**config.mk**
```make
export PLATFORM = sky130hd
export DESIGN_NAME = crtc_timing_gen
export DESIGN_NICKNAME = d
export VERILOG_FILES = /design/src/rtl/crtc_pkg.sv /design/src/rtl/crtc_field_decode.sv /design/src/rtl/crtc_ctrl.sv /design/src/rtl/crtc_datapath.sv /design/src/rtl/crtc_timing_gen.sv
export SDC_FILE = /design/constraint.sdc
export NUM_CORES = 1
export LEC_CHECK = 0
export ABC_AREA = 1
export BUFFER_PORTS_ARGS = -buffer_cell sky130_fd_sc_hd__buf_4
export CAP_MARGIN = 15
export CORE_MARGIN = 3
export CORE_UTILIZATION = 23
export CTS_CLUSTER_DIAMETER = 30
export DETAILED_ROUTE_END_ITERATION = 10
export PLACE_DENSITY_LB_ADDON = 0.2
export SYNTH_ARGS = -nofsm -noshare
export SYNTH_HDL_FRONTEND = slang
export SYNTH_HIERARCHICAL = 1
export SYNTH_SLANG_ARGS = --single-unit
```
**constraint.sdc**
```tcl
create_clock -name clk -period 4.16 [get_ports clk]
set_input_delay 0.208 -clock clk [delete_from_list [all_inputs] [get_ports clk]]
set_output_delay 0.208 -clock clk [all_outputs]
set_load 0.005 [all_outputs]
```
**src/rtl/crtc_pkg.sv**
```systemverilog
package crtc_pkg;
  localparam int CR_COUNT    = 28;
  localparam int HF_W        = 9;
  localparam int VF_W        = 11;
  localparam int HSE_W       = 5;
  localparam int HBE_W       = 7;
  localparam int VSE_W       = 4;
  localparam int VBE_W       = 8;
  localparam int HC_W        = HF_W + 1;
  localparam int VC_W        = VF_W + 1;
  localparam int H_LAST_OFS  = 4;   // total field is count minus 5
  localparam int V_LAST_OFS  = 1;   // total field is count minus 2

  typedef struct packed {
    logic [HF_W-1:0]  hTotal;
    logic [HF_W-1:0]  hDispEnd;
    logic [HF_W-1:0]  hBlankStart;
    logic [HF_W-1:0]  hSyncStart;
    logic [HBE_W-1:0] hBlankEnd;
    logic [HSE_W-1:0] hSyncEnd;
    logic [VF_W-1:0]  vTotal;
    logic [VF_W-1:0]  vDispEnd;
    logic [VF_W-1:0]  vBlankStart;
    logic [VF_W-1:0]  vSyncStart;
    logic [VBE_W-1:0] vBlankEnd;
    logic [VSE_W-1:0] vSyncEnd;
  } timing_cfg_t;

  typedef struct packed {
    logic clr;
    logic charEnd;
    logic lineEnd;
  } step_strobe_t;
endpackage

```
**src/rtl/crtc_field_decode.sv**
```systemverilog
module crtc_field_decode
  import crtc_pkg::*;
(
  input  logic [8*CR_COUNT-1:0] crBytes,
  output timing_cfg_t           cfg,
  output logic                  timingEn
);
  localparam int IX_HTOT = 8'h00, IX_HDE = 8'h01, IX_HBS = 8'h02, IX_HBE = 8'h03;
  localparam int IX_HSS  = 8'h04, IX_HSE = 8'h05, IX_VTOT = 8'h06, IX_OVF = 8'h07;
  localparam int IX_MSL  = 8'h09, IX_VSS = 8'h10, IX_VSE = 8'h11, IX_VDE = 8'h12;
  localparam int IX_VBS  = 8'h15, IX_VBE = 8'h16, IX_MODE = 8'h17;
  localparam int IX_HEXT = 8'h1A, IX_VEXT = 8'h1B;

  logic [7:0] cr [CR_COUNT];
  for (genvar i = 0; i < CR_COUNT; i++) begin : g_split
    assign cr[i] = crBytes[8*i +: 8];
  end

  logic unusedCr;
  assign unusedCr = ^crBytes;

  always_comb begin
    cfg.hTotal      = {cr[IX_HEXT][0], cr[IX_HTOT]};
    cfg.hDispEnd    = {cr[IX_HEXT][2], cr[IX_HDE]};
    cfg.hBlankStart = {cr[IX_HEXT][4], cr[IX_HBS]};
    cfg.hSyncStart  = {cr[IX_HEXT][6], cr[IX_HSS]};
    cfg.hBlankEnd   = {cr[IX_HEXT][5], cr[IX_HSE][7], cr[IX_HBE][4:0]};
    cfg.hSyncEnd    = cr[IX_HSE][4:0];
    cfg.vTotal      = {cr[IX_VEXT][0], cr[IX_OVF][5], cr[IX_OVF][0], cr[IX_VTOT]};
    cfg.vDispEnd    = {cr[IX_VEXT][2], cr[IX_OVF][6], cr[IX_OVF][1], cr[IX_VDE]};
    cfg.vSyncStart  = {cr[IX_VEXT][6], cr[IX_OVF][7], cr[IX_OVF][2], cr[IX_VSS]};
    cfg.vBlankStart = {cr[IX_VEXT][4], cr[IX_MSL][5], cr[IX_OVF][3], cr[IX_VBS]};
    cfg.vSyncEnd    = cr[IX_VSE][3:0];
    cfg.vBlankEnd   = cr[IX_VBE];
    timingEn        = cr[IX_MODE][7];
  end
endmodule

```
**src/rtl/crtc_ctrl.sv**
```systemverilog
module crtc_ctrl
  import crtc_pkg::*;
#(
  parameter int CHAR_NARROW = 8,
  parameter int CHAR_WIDE   = 16
)(
  input  logic         clk,
  input  logic         rst_n,
  input  logic         timingEn,
  input  logic         dblWidth,
  input  logic         hAtLast,
  output step_strobe_t stb
);
  localparam int SUB_W = $clog2(CHAR_WIDE);

  logic [SUB_W-1:0] pixSub;
  logic [SUB_W-1:0] subLast;
  logic             charEnd;

  assign subLast = dblWidth ? SUB_W'(CHAR_WIDE - 1) : SUB_W'(CHAR_NARROW - 1);
  assign charEnd = timingEn && (pixSub >= subLast);

  always_ff @(posedge clk or negedge rst_n) begin
    if (!rst_n)               pixSub <= '0;
    else if (!timingEn)       pixSub <= '0;
    else if (charEnd)         pixSub <= '0;
    else                      pixSub <= pixSub + SUB_W'(1);
  end

  assign stb.clr     = !timingEn;
  assign stb.charEnd = charEnd;
  assign stb.lineEnd = charEnd && hAtLast;

  // disabled timing parks the pixel phase at zero
  a_r8_phase_parked: assert property (@(posedge clk) disable iff (!rst_n)
    !timingEn |=> pixSub == '0);
endmodule

```
**src/rtl/crtc_datapath.sv**
```systemverilog
module crtc_datapath
  import crtc_pkg::*;
(
  input  logic         clk,
  input  logic         rst_n,
  input  timing_cfg_t  cfg,
  input  step_strobe_t stb,
  output logic         hAtLast,
  output logic         hSyncOn,
  output logic         hBlankOn,
  output logic         vSyncOn,
  output logic         vBlankOn,
  output logic         hActive,
  output logic         vActive
);
  logic [HC_W-1:0] hCnt;
  logic [VC_W-1:0] vCnt;
  logic [HC_W-1:0] hLast;
  logic [VC_W-1:0] vLast;
  logic            vAtLast;
  logic            hSyncHeld, hBlankHeld, vSyncHeld, vBlankHeld;

  assign hLast   = {1'b0, cfg.hTotal} + HC_W'(H_LAST_OFS);
  assign vLast   = {1'b0, cfg.vTotal} + VC_W'(V_LAST_OFS);
  assign hAtLast = hCnt >= hLast;
  assign vAtLast = vCnt >= vLast;

  // start match wins; otherwise stay on until masked low bits hit the end field
  assign hSyncOn  = (hCnt == {1'b0, cfg.hSyncStart}) ||
                    (hSyncHeld && (hCnt[HSE_W-1:0] != cfg.hSyncEnd));
  assign hBlankOn = (hCnt == {1'b0, cfg.hBlankStart}) ||
                    (hBlankHeld && (hCnt[HBE_W-1:0] != cfg.hBlankEnd));
  assign vSyncOn  = (vCnt == {1'b0, cfg.vSyncStart}) ||
                    (vSyncHeld && (vCnt[VSE_W-1:0] != cfg.vSyncEnd));
  assign vBlankOn = (vCnt == {1'b0, cfg.vBlankStart}) ||
                    (vBlankHeld && (vCnt[VBE_W-1:0] != cfg.vBlankEnd));

  assign hActive = hCnt <= {1'b0, cfg.hDispEnd};
  assign vActive = vCnt <= {1'b0, cfg.vDispEnd};

  always_ff @(posedge clk or negedge rst_n) begin
    if (!rst_n) begin
      hCnt <= '0; vCnt <= '0;
      hSyncHeld <= 1'b0; hBlankHeld <= 1'b0;
      vSyncHeld <= 1'b0; vBlankHeld <= 1'b0;
    end else if (stb.clr) begin
      hCnt <= '0; vCnt <= '0;
      hSyncHeld <= 1'b0; hBlankHeld <= 1'b0;
      vSyncHeld <= 1'b0; vBlankHeld <= 1'b0;
    end else begin
      if (stb.charEnd) begin
        hCnt       <= hAtLast ? '0 : hCnt + HC_W'(1);
        hSyncHeld  <= hSyncOn;
        hBlankHeld <= hBlankOn;
      end
      if (stb.lineEnd) begin
        vCnt       <= vAtLast ? '0 : vCnt + VC_W'(1);
        vSyncHeld  <= vSyncOn;
        vBlankHeld <= vBlankOn;
      end
    end
  end

  // character counter steps by one except at the line wrap
  a_r2_hcnt_step: assert property (@(posedge clk) disable iff (!rst_n)
    (!stb.clr && stb.charEnd && !hAtLast) |=> hCnt == $past(hCnt) + HC_W'(1));

  // line counter moves only on a line end
  a_r3_vcnt_hold: assert property (@(posedge clk) disable iff (!rst_n)
    (!stb.clr && !stb.lineEnd) |=> $stable(vCnt));

  // horizontal sync changes only on character boundaries
  a_r5_hsync_char_aligned: assert property (@(posedge clk) disable iff (!rst_n)
    (!stb.clr && !stb.charEnd) |=> (stb.clr || $stable(hSyncOn)));

  // vertical sync changes only on line boundaries
  a_r6_vsync_line_aligned: assert property (@(posedge clk) disable iff (!rst_n)
    (!stb.clr && !stb.lineEnd) |=> (stb.clr || $stable(vSyncOn)));

  // disable clears both counters
  a_r8_counters_cleared: assert property (@(posedge clk) disable iff (!rst_n)
    stb.clr |=> (hCnt == '0 && vCnt == '0));
endmodule

```
**src/rtl/crtc_timing_gen.sv**
```systemverilog
module crtc_timing_gen
  import crtc_pkg::*;
#(
  parameter int CHAR_NARROW  = 8,
  parameter int CHAR_WIDE    = 16,
  parameter int HPOL_BIT     = 6,
  parameter int VPOL_BIT     = 7
)(
  input  logic                  clk,
  input  logic                  rst_n,
  input  logic [8*CR_COUNT-1:0] crRegs,
  input  logic [7:0]            miscOut,
  input  logic                  dblWidth,
  output logic                  hSyncPin,
  output logic                  vSyncPin,
  output logic                  blank,
  output logic                  displayEnable
);
  timing_cfg_t  cfg;
  step_strobe_t stb;
  logic timingEn, hAtLast;
  logic hSyncOn, hBlankOn, vSyncOn, vBlankOn, hActive, vActive;

  crtc_field_decode u_decode (
    .crBytes (crRegs),
    .cfg     (cfg),
    .timingEn(timingEn)
  );

  crtc_ctrl #(.CHAR_NARROW(CHAR_NARROW), .CHAR_WIDE(CHAR_WIDE)) u_ctrl (
    .clk     (clk),
    .rst_n   (rst_n),
    .timingEn(timingEn),
    .dblWidth(dblWidth),
    .hAtLast (hAtLast),
    .stb     (stb)
  );

  crtc_datapath u_dp (
    .clk     (clk),
    .rst_n   (rst_n),
    .cfg     (cfg),
    .stb     (stb),
    .hAtLast (hAtLast),
    .hSyncOn (hSyncOn),
    .hBlankOn(hBlankOn),
    .vSyncOn (vSyncOn),
    .vBlankOn(vBlankOn),
    .hActive (hActive),
    .vActive (vActive)
  );

  logic [1:0] syncRaw, syncPol, syncPins;
  assign syncRaw = {timingEn && vSyncOn, timingEn && hSyncOn};
  assign syncPol = {miscOut[VPOL_BIT], miscOut[HPOL_BIT]};

  for (genvar i = 0; i < 2; i++) begin : g_pol
    assign syncPins[i] = syncPol[i] ? syncRaw[i] : ~syncRaw[i];
  end

  logic unusedMisc;
  assign unusedMisc = ^miscOut;

  assign hSyncPin      = syncPins[0];
  assign vSyncPin      = syncPins[1];
  assign blank         = timingEn && (hBlankOn || vBlankOn);
  assign displayEnable = timingEn && hActive && vActive;
endmodule

```
==> impl_metrics.ini, run 1 <==
[run_status]
status = complete, no violations

[sta]
tns_ps = 0
rsz0062_at_grt = false
setup_violations = 0
hold_violations = 0
fin_skew_ps = 4.98
tightest_slew_ps = 925
fin_crit_sh = 0.670
layout_min_cycle_time_ps = 2790
drv_slew = 0
fmax_ghz = 0.359
relSlewSlack = 0.381

[hold_path]
min_path_type = primary input to flop
holdPathStages = 3
worstHoldStart = crRegs[191]
min_to = u_ctrl/pixSub[1]$_DFF_PN0_

[critical_path]
worst_setup_path_start_kind = primary input
worstSetupEndpointType = flop
crit_start = crRegs[2]
timing.rr.end = u_dp/vCnt[0]$_DFFE_PN0P_
max_stage_delay_ps = 300
r2r-start = u_dp/hCnt[5]$_DFFE_PN0P_
cp_slowest_cell = nor2_1
crit_path_max_fanout = 11
cpLargestDelayFamily = simple AND/OR/NAND/NOR gates
worst_ep_arrival_time_ps = 2980
crit_chain = buf_4, ha_1, nand3_1, nand3b_1, xnor2_1, inv_1, ha_1, nand2_1, nor2_1, a21boi_0, nor2_1, buf_4, inv_1, inv_1, nor2_2, nor2_4, nor2_1, nand3_1, o21ai_0
rr_worst_depth = 13
required_ps = 4350
crit_buf_inv = 5
r2r_setup_slack_ps = 1450
crit_type = primary input to flop

[yosys]
netlist_area_sq_um = 4890
syn-num-nets = 1025
syn_area_per_cell_sq_um = 6.59
yosys_warnings = 6
ys_seq_area_frac = 0.154
ys_ff_latch = 30
synthCells = 742
synthDistinctLibCells = 32

[power_and_ir_drop]
ir_drop_uv = 86.2
p_leak_nw = 2.89
p_per_area_nw_per_um2 = 184

[floorplanning]
ios = 239
die_w_um = 152
row_count = 52
core_area_sq_um = 20600
initial_core_util = 0.238
fp.dieArea_sq_um = 23000
die_h_um = 152

[clock_tree]
cts.path.max_buffers = 2
tritoncts = done
post-cts-setup-buffer-count = 0
clock_latency_ps = 270
numClockSinks = 30
root_buffer = clkbuf_16
numCtsBuffers = 5
path_clk_slew_ps = 50
htreeDepth = 2

[placed_design]
placed_area_sq_um = 5160
hpwl_mm = 10.2
dp.cells = 1002
routabilityCongestion = 0.753
numPortBuffers = 113

[layout]
layout_common_cells = nand2_1 (203), buf_4 (115), inv_1 (102)
drive_gt1_frac = 0.185
layout_commonest_cell = nand2_1
area_growth_pct = 8.55
fin_cells = 1010
fin_area_sq_um = 5310
diodes = 0
nFillCells = 2341
fin_nets = 1023

[routing]
drc_errors = 0
top_layer_used = met4
dr_wl_met3_um = 502
wl_mm = 12.3
routedWlPerCell_um = 12.1
drtIter0Drc = 152
wl_met2_mm = 6.16
ant_nets = 0
vias_per_cell = 3.87
vias = 3911
wl_met1_mm = 5.49
dr.pass1.iters = 4

[grt]
grt_pass1_wl_mm = 20.4
grt_max_degree = 31
grt_pass1_vias = 3993
antenna_found_initial = 0
track_usage = 0.108
overflow = 0

[flow_run]
maxCapViolCount = 0
==> how the worst max path moves through the flow <==
stage,to,cells past startpoint,slack [ps]
after CTS,u_dp/vCnt[0]$_DFFE_PN0P_,19,1320
after floorplan,u_dp/vCnt[9]$_DFFE_PN0P_,21,1520
after global routing,u_dp/vCnt[0]$_DFFE_PN0P_,19,1030
after detailed placement,u_dp/vCnt[0]$_DFFE_PN0P_,19,1040
after global placement,u_dp/vCnt[1]$_DFFE_PN0P_,21,1070
final,u_dp/vCnt[0]$_DFFE_PN0P_,19,1370
==> worst reg2reg max path, cell delays in order (launching register included) <==
cell and delay, ps:
dfrtp_1 560, ha_1 390, nand2_1 70, o21bai_1 150, a21boi_0 180, nor2_1 70
buf_4 180, inv_1 70, inv_1 40, nor2_2 180, nor2_4 110, nor2_1 300
nand3_1 170, o21ai_0 170
==> synthesized netlist by cell type (all sizes together) <==
cell type | count | area (sq um)
a21oi | 21 | 105
clkbuf | 3 | 13.8
o21ai | 9 | 45.0
o211ai | 1 | 7.51
nor2 | 59 | 254
a21boi | 1 | 7.51
o21bai | 1 | 7.51
nand3 | 41 | 228
ha | 48 | 601
xor2 | 27 | 236
nand3b | 3 | 22.5
a21o | 1 | 7.51
dfrtp | 30 | 751
inv | 104 | 390
nand2 | 207 | 787
nor3 | 7 | 40.0
o2111ai | 1 | 8.76
xnor2 | 46 | 403
buf | 122 | 912
o22ai | 2 | 12.5
nand4 | 8 | 50.1
==> metrics by stage <==
stage	setup slack [ps]	power, mW	hold WS [ps]	utilization
after CTS	1320	1.00	219	0.258
after detailed placement	1040	0.652	196	0.251
final	1370	0.976	227	0.258
after floorplan	1520	0.590	-87.6	-
after global placement	1070	0.650	188	0.251
after global routing	1030	1.06	238	0.258
==> what timing repair did <==
action	4_1_cts	5_1_grt
hold endpoints to repair	30	0
gates resized for setup	0	0
hold buffers	1	0
==> sequential cells by signal (all words and copies together) (netlist names) <==
register / cells
u_dp/vCnt: 12
u_dp/hCnt: 10
u_ctrl/pixSub: 4
u_dp/hBlankHeld: 1
u_dp/hSyncHeld: 1
u_dp/vBlankHeld: 1
u_dp/vSyncHeld: 1
==> metal layers <==
| layer | global-route usage | vias to the layer above |
|---|---|---|
| li1 | - | 2164 |
| met1 | 0.133 | 1657 |
| met2 | 0.196 | 81 |
| met3 | 0.0216 | 9 |
| met4 | 0.0180 | 0 |
| met5 | 0 | - |
==> power by group <==
| group | internal (mW) | switching (mW) | total [mW] | leakage, nW |
|---|---|---|---|---|
| sequential | 0.302 | 0.0391 | 0.341 | 0.412 |
| combinational | 0.157 | 0.142 | 0.299 | 2.41 |
| clock | 0.218 | 0.118 | 0.336 | 0.0640 |
==> kinds of logic after synthesis <==
family          Yosys count  share of synthesized area
xor+xnor                 73                      0.131
fa+ha+maj                48                      0.123
simple gates            325                      0.282
compound gates           37                     0.0412
buf+inv                 229                      0.269
flops                    30                      0.154
==> final cells by class <==
type | instances | area (sq um) | share of cell area
Sequential cell | 30 | 751 | 0.141
Inverter | 104 | 390 | 0.0736
Multi-Input combinational cell | 483 | 2820 | 0.532
Tap cell | 270 | 338 | 0.0636
Clock buffer | 7 | 133 | 0.0250
Timing Repair Buffer | 116 | 873 | 0.165
Power figures use the tool's default switching activity.
==> run 2: changes to the inputs <==
Clock period 4.16 ns to 2.4 ns, I/O delays scaled along.
==> impl_metrics.ini, run 2 (synthesis gave the netlist of run 1 again) <==
[clock_tree]
cts.path.max_buffers = 2
numCtsBuffers = 5
path_clk_slew_ps = 60
root_buffer = clkbuf_16
clock_latency_ps = 280
htreeDepth = 2
numClockSinks = 30
tritoncts = done

[routing]
drc_errors = 0
wl_mm = 12.5
vias_per_cell = 3.89
ant_nets = 0
vias = 4061
dr.pass1.iters = 4
routedWlPerCell_um = 12.0
drtIter0Drc = 117

[sta]
fin_ws_ps = 231
rsz0062_at_grt = true
tightest_slew_ps = 426
fin_crit_sh = 0.904
fmax_ghz = 0.461
setup_violations = 0
hold_violations = 0
drv_slew = 0
fin_skew_ps = 7.26
layout_min_cycle_time_ps = 2170
relSlewSlack = 0.716

[critical_path]
worst_ep_arrival_time_ps = 2370
crit_type = flop to flop
crit_path_max_fanout = 7
required_ps = 2600
cpLargestDelayFamily = simple AND/OR/NAND/NOR gates
crit_buf_inv = 2
max_stage_delay_ps = 390
cp_slowest_cell = dfrtp_1
crit_chain = ha_1, a21oi_1, nor2_1, nor2_1, nand2_1, nor2_2, inv_2, inv_2, nor2_2, nor2_4, nor2_4, nand2_2, nor2_2, xor2_1, a21oi_1
worst_setup_path_start_kind = flop
cpMostUsedCell = nor2_2
worstSetupEndpointType = flop

[grt]
track_usage = 0.108
grt_pass1_wl_mm = 20.5
grt_max_degree = 31
grt_pass1_vias = 4006
antenna_found_initial = 0
overflow = 0

[layout]
diodes = 0
largest-register = u_dp/vCnt
fin_cells = 1045
fin_nets = 1057
layout_common_cells = nand2_1 (202), buf_4 (149), inv_1 (100)
layout_commonest_cell = nand2_1
largest_registers = u_dp/vCnt (12), u_dp/hCnt (10), u_ctrl/pixSub (4)
area_growth_pct = 14.8
largest_reg_flops = 12
drive_gt1_frac = 0.236
fin_area_sq_um = 5610
fin_util = 0.273

[placed_design]
numPortBuffers = 113
place_ws_ps = -110
routabilityCongestion = 0.780
placed_area_sq_um = 5440
hpwl_mm = 10.8
dp.cells = 1035

[hold_path]
min_path_type = primary input to flop

[floorplanning]
die_h_um = 152
fp.dieArea_sq_um = 23000
row_count = 52
die_w_um = 152
ios = 239
core_area_sq_um = 20600
initial_core_util = 0.238

[flow_run]
maxCapViolCount = 0

[run_status]
status = complete, no violations

[power_and_ir_drop]
p_per_area_nw_per_um2 = 321
ir_drop_uv = 224
p_leak_nw = 3.07
-- run 2: cell types whose count changed in the layout (fill, tap and decap cells not counted), sizes merged --
cell and delta:
buf +34, clkinv +1
-- run 2: metrics by stage --
stage                     TNS, ps  hold WS [ps]  power, mW
after floorplan                 0          -176       1.03
after global placement      -1070          93.3       1.17
after detailed placement     -972          87.7       1.18
after CTS                       0           133       1.84
after global routing         -161           158       1.95
final                           0           139       1.80
-- run 2: routing by layer --
metal	GRT usage	wire (um)	vias up
li1	-	-	2233
met1	0.137	5630	1757
met2	0.197	6380	66
met3	0.0230	499	5
met4	0.00771	17	0
met5	0	0	-
-- run 2: cell type report --
cell class | count | area [sq um]
fill | 2413 | 14900
multi-input combinational | 483 | 2850
timing repair buffer | 150 | 1130
sequential | 30 | 752
inverter | 104 | 393
tap | 270 | 338
clock buffer | 7 | 143
clock inverter | 1 | 5.00
-- run 2: final timing paths --
kind / from / cells after the start / slack, ps / to
max in group asynchronous: rst_n / 2 / 1750 / u_dp/vCnt[9]$_DFFE_PN0P_
max reg2reg: u_dp/hCnt[7]$_DFFE_PN0P_ / 15 / 230 / u_dp/vCnt[9]$_DFFE_PN0P_
min reg2reg: u_dp/hBlankHeld$_DFFE_PN0P_ / 2 / 490 / u_dp/hBlankHeld$_DFFE_PN0P_
min: crRegs[191] / 3 / 140 / u_ctrl/pixSub[1]$_DFF_PN0_
max: u_dp/hCnt[7]$_DFFE_PN0P_ / 15 / 230 / u_dp/vCnt[9]$_DFFE_PN0P_
min in group asynchronous: rst_n / 2 / 320 / u_dp/hCnt[7]$_DFFE_PN0P_
-- run 2: timing repair --
action / CTS / global route
endpoints found under the hold margin: 30 / 0
hold buffers: 1 / 0
buffers inserted: 0 / 1
resized for setup: 0 / 5
endpoints found under the setup margin: 0 / 15
-- run 2: report_power, final --
part	internal, mW	switching, mW	total [mW]
combinational	0.309	0.298	0.607
sequential	0.524	0.0222	0.547
clock	0.411	0.236	0.648
total	1.24	0.557	1.80
-- run 2: worst register-to-register path, delay by kind of cell (launching register included) --
family	cells	cell delay, ps
AOI/OAI and AO/OA	2	280
buffers and inverters	2	110
DFF	1	390
xor gates and xnor gates	1	130
adders and majority gates	1	310
and+or+nand+nor	9	880
==> run 3: changes to the inputs <==
Settings changed: CORE_ASPECT_RATIO set to 2, CORE_UTILIZATION 23 to 40, PLACE_DENSITY set to 0.84, PLACE_DENSITY_LB_ADDON 0.2 to unset.
==> impl_metrics.ini, run 3 (synthesis gave the netlist of run 1 again) <==
[routing]
drtIter0Drc = 162
dr.pass1.iters = 4
drc_errors = 0
wl_mm = 11.9
ant_nets = 0
vias = 4306
vias_per_cell = 4.73
routedWlPerCell_um = 13.1

[hold_path]
min_path_type = primary input to flop
worstHoldStart = crRegs[191]

[clock_tree]
cts.path.max_buffers = 2
clock_latency_ps = 270
numClockSinks = 30
htreeDepth = 2
tritoncts = done
root_buffer = clkbuf_16
path_clk_slew_ps = 50
numCtsBuffers = 5

[critical_path]
crit_type = flop to output port
worst_setup_path_start_kind = flop
crit_path_max_fanout = 11
r2r-start = u_dp/hCnt[0]$_DFFE_PN0P_
worst_ep_arrival_time_ps = 2160
r2r_setup_slack_ps = 250
worstSetupEndpointType = output port
required_ps = 2280
crit_start = u_dp/hCnt[5]$_DFFE_PN0P_

[sta]
fin_crit_sh = 0.949
drv_slew = 0
tightest_slew_ps = 403
hold-worst-slack_ps = 147
fin_skew_ps = 5.16
fmax_ghz = 0.439
setup_violations = 0
relSlewSlack = 0.731
hold_violations = 0
layout_min_cycle_time_ps = 2280
rsz0062_at_grt = true
fin_ws_ps = 123

[power_and_ir_drop]
ir_drop_uv = 272
p_leak_nw = 3.02
p_per_area_nw_per_um2 = 340

[layout]
fin_area_sq_um = 5390
nFillCells = 1207
drive_gt1_frac = 0.224
fin_nets = 1047
layout_commonest_cell = nand2_1
fin_cells = 910
multi_input_area_sq_um = 2850
largest-register = u_dp/vCnt
diodes = 0
regArea_sq_um = 754
largest_reg_flops = 12
area_growth_pct = 10.3
layout_common_cells = nand2_1 (202), buf_4 (139), inv_1 (100)
largest_registers = u_dp/vCnt (12), u_dp/hCnt (10), u_ctrl/pixSub (4)

[floorplanning]
core_area_sq_um = 11800
row_count = 56
ios = 239
initial_core_util = 0.413
die_w_um = 84.2
die_h_um = 162
fp.dieArea_sq_um = 13700

[placed_design]
place_ws_ps = -102
numPortBuffers = 113
dp.cells = 900
hpwl_mm = 10.3
placed_area_sq_um = 5210
routabilityCongestion = 0.908

[grt]
grt_pass1_wl_mm = 18.7
track_usage = 0.172
grt_pass1_vias = 4208
antenna_found_initial = 0
grt_max_degree = 31
overflow = 0

[run_status]
status = complete, no violations

[flow_run]
maxCapViolCount = 0
==> run 3: path summary, 6_finish.rpt <==
path | to | depth (start not counted)
max | displayEnable | 10
min | u_ctrl/pixSub[1]$_DFF_PN0_ | 3
max reg2reg | u_dp/vCnt[4]$_DFFE_PN0P_ | 15
min reg2reg | u_dp/vSyncHeld$_DFFE_PN0P_ | 2
max in group asynchronous | u_dp/vCnt[7]$_DFFE_PN0P_ | 2
min in group asynchronous | u_ctrl/pixSub[2]$_DFF_PN0_ | 2
==> run 3: area by class of cell <==
cell class,instances,area share
inverter,104,0.0729
clock inverter,1,0.00557
sequential,30,0.140
timing repair buffer,140,0.195
tap,145,0.0337
multi-input combinational,483,0.528
clock buffer,7,0.0246
==> run 3: repair_timing <==
item                                    4_1_cts  5_1_grt
setup buffers                                 0        1
gates resized for setup                       0        3
hold buffers                                  1        0
endpoints found under the hold margin        30        0
endpoints found under the setup margin        0        7
==> run 3: worst max-delay path: stages, from the launching register on <==
cell and delay, ps:
dfrtp_1 370, buf_4 190, ha_1 300, a21oi_1 160, o21ai_0 150, nand2_1 110, o2111ai_1 120, nand2_1 130
nand2_1 50, nor2_1 170, buf_4 140
==> run 3: metrics by stage <==
stage / TNS, ps / util / power [mW]
5_1_grt: -19.6 / 0.455 / 1.96
3_3_place_gp: -156 / 0.440 / 1.13
3_5_place_dp: -522 / 0.440 / 1.15
6_report: 0 / 0.455 / 1.83
2_1_floorplan: 0 / - / 1.03
4_1_cts: 0 / 0.454 / 1.86
==> run 3: per-layer routing <==
layer	share of wire	wire, um	global-route usage
met5	0	0	0
met4	0.047	559	0.0908
met3	0.033	390	0.0122
met2	0.57	6780	0.350
met1	0.35	4180	0.164
==> run 3: report_power, final <==
group / switching, mW / internal (mW)
Combinational: 0.299 / 0.300
Clock: 0.205 / 0.489
Sequential: 0.0163 / 0.525
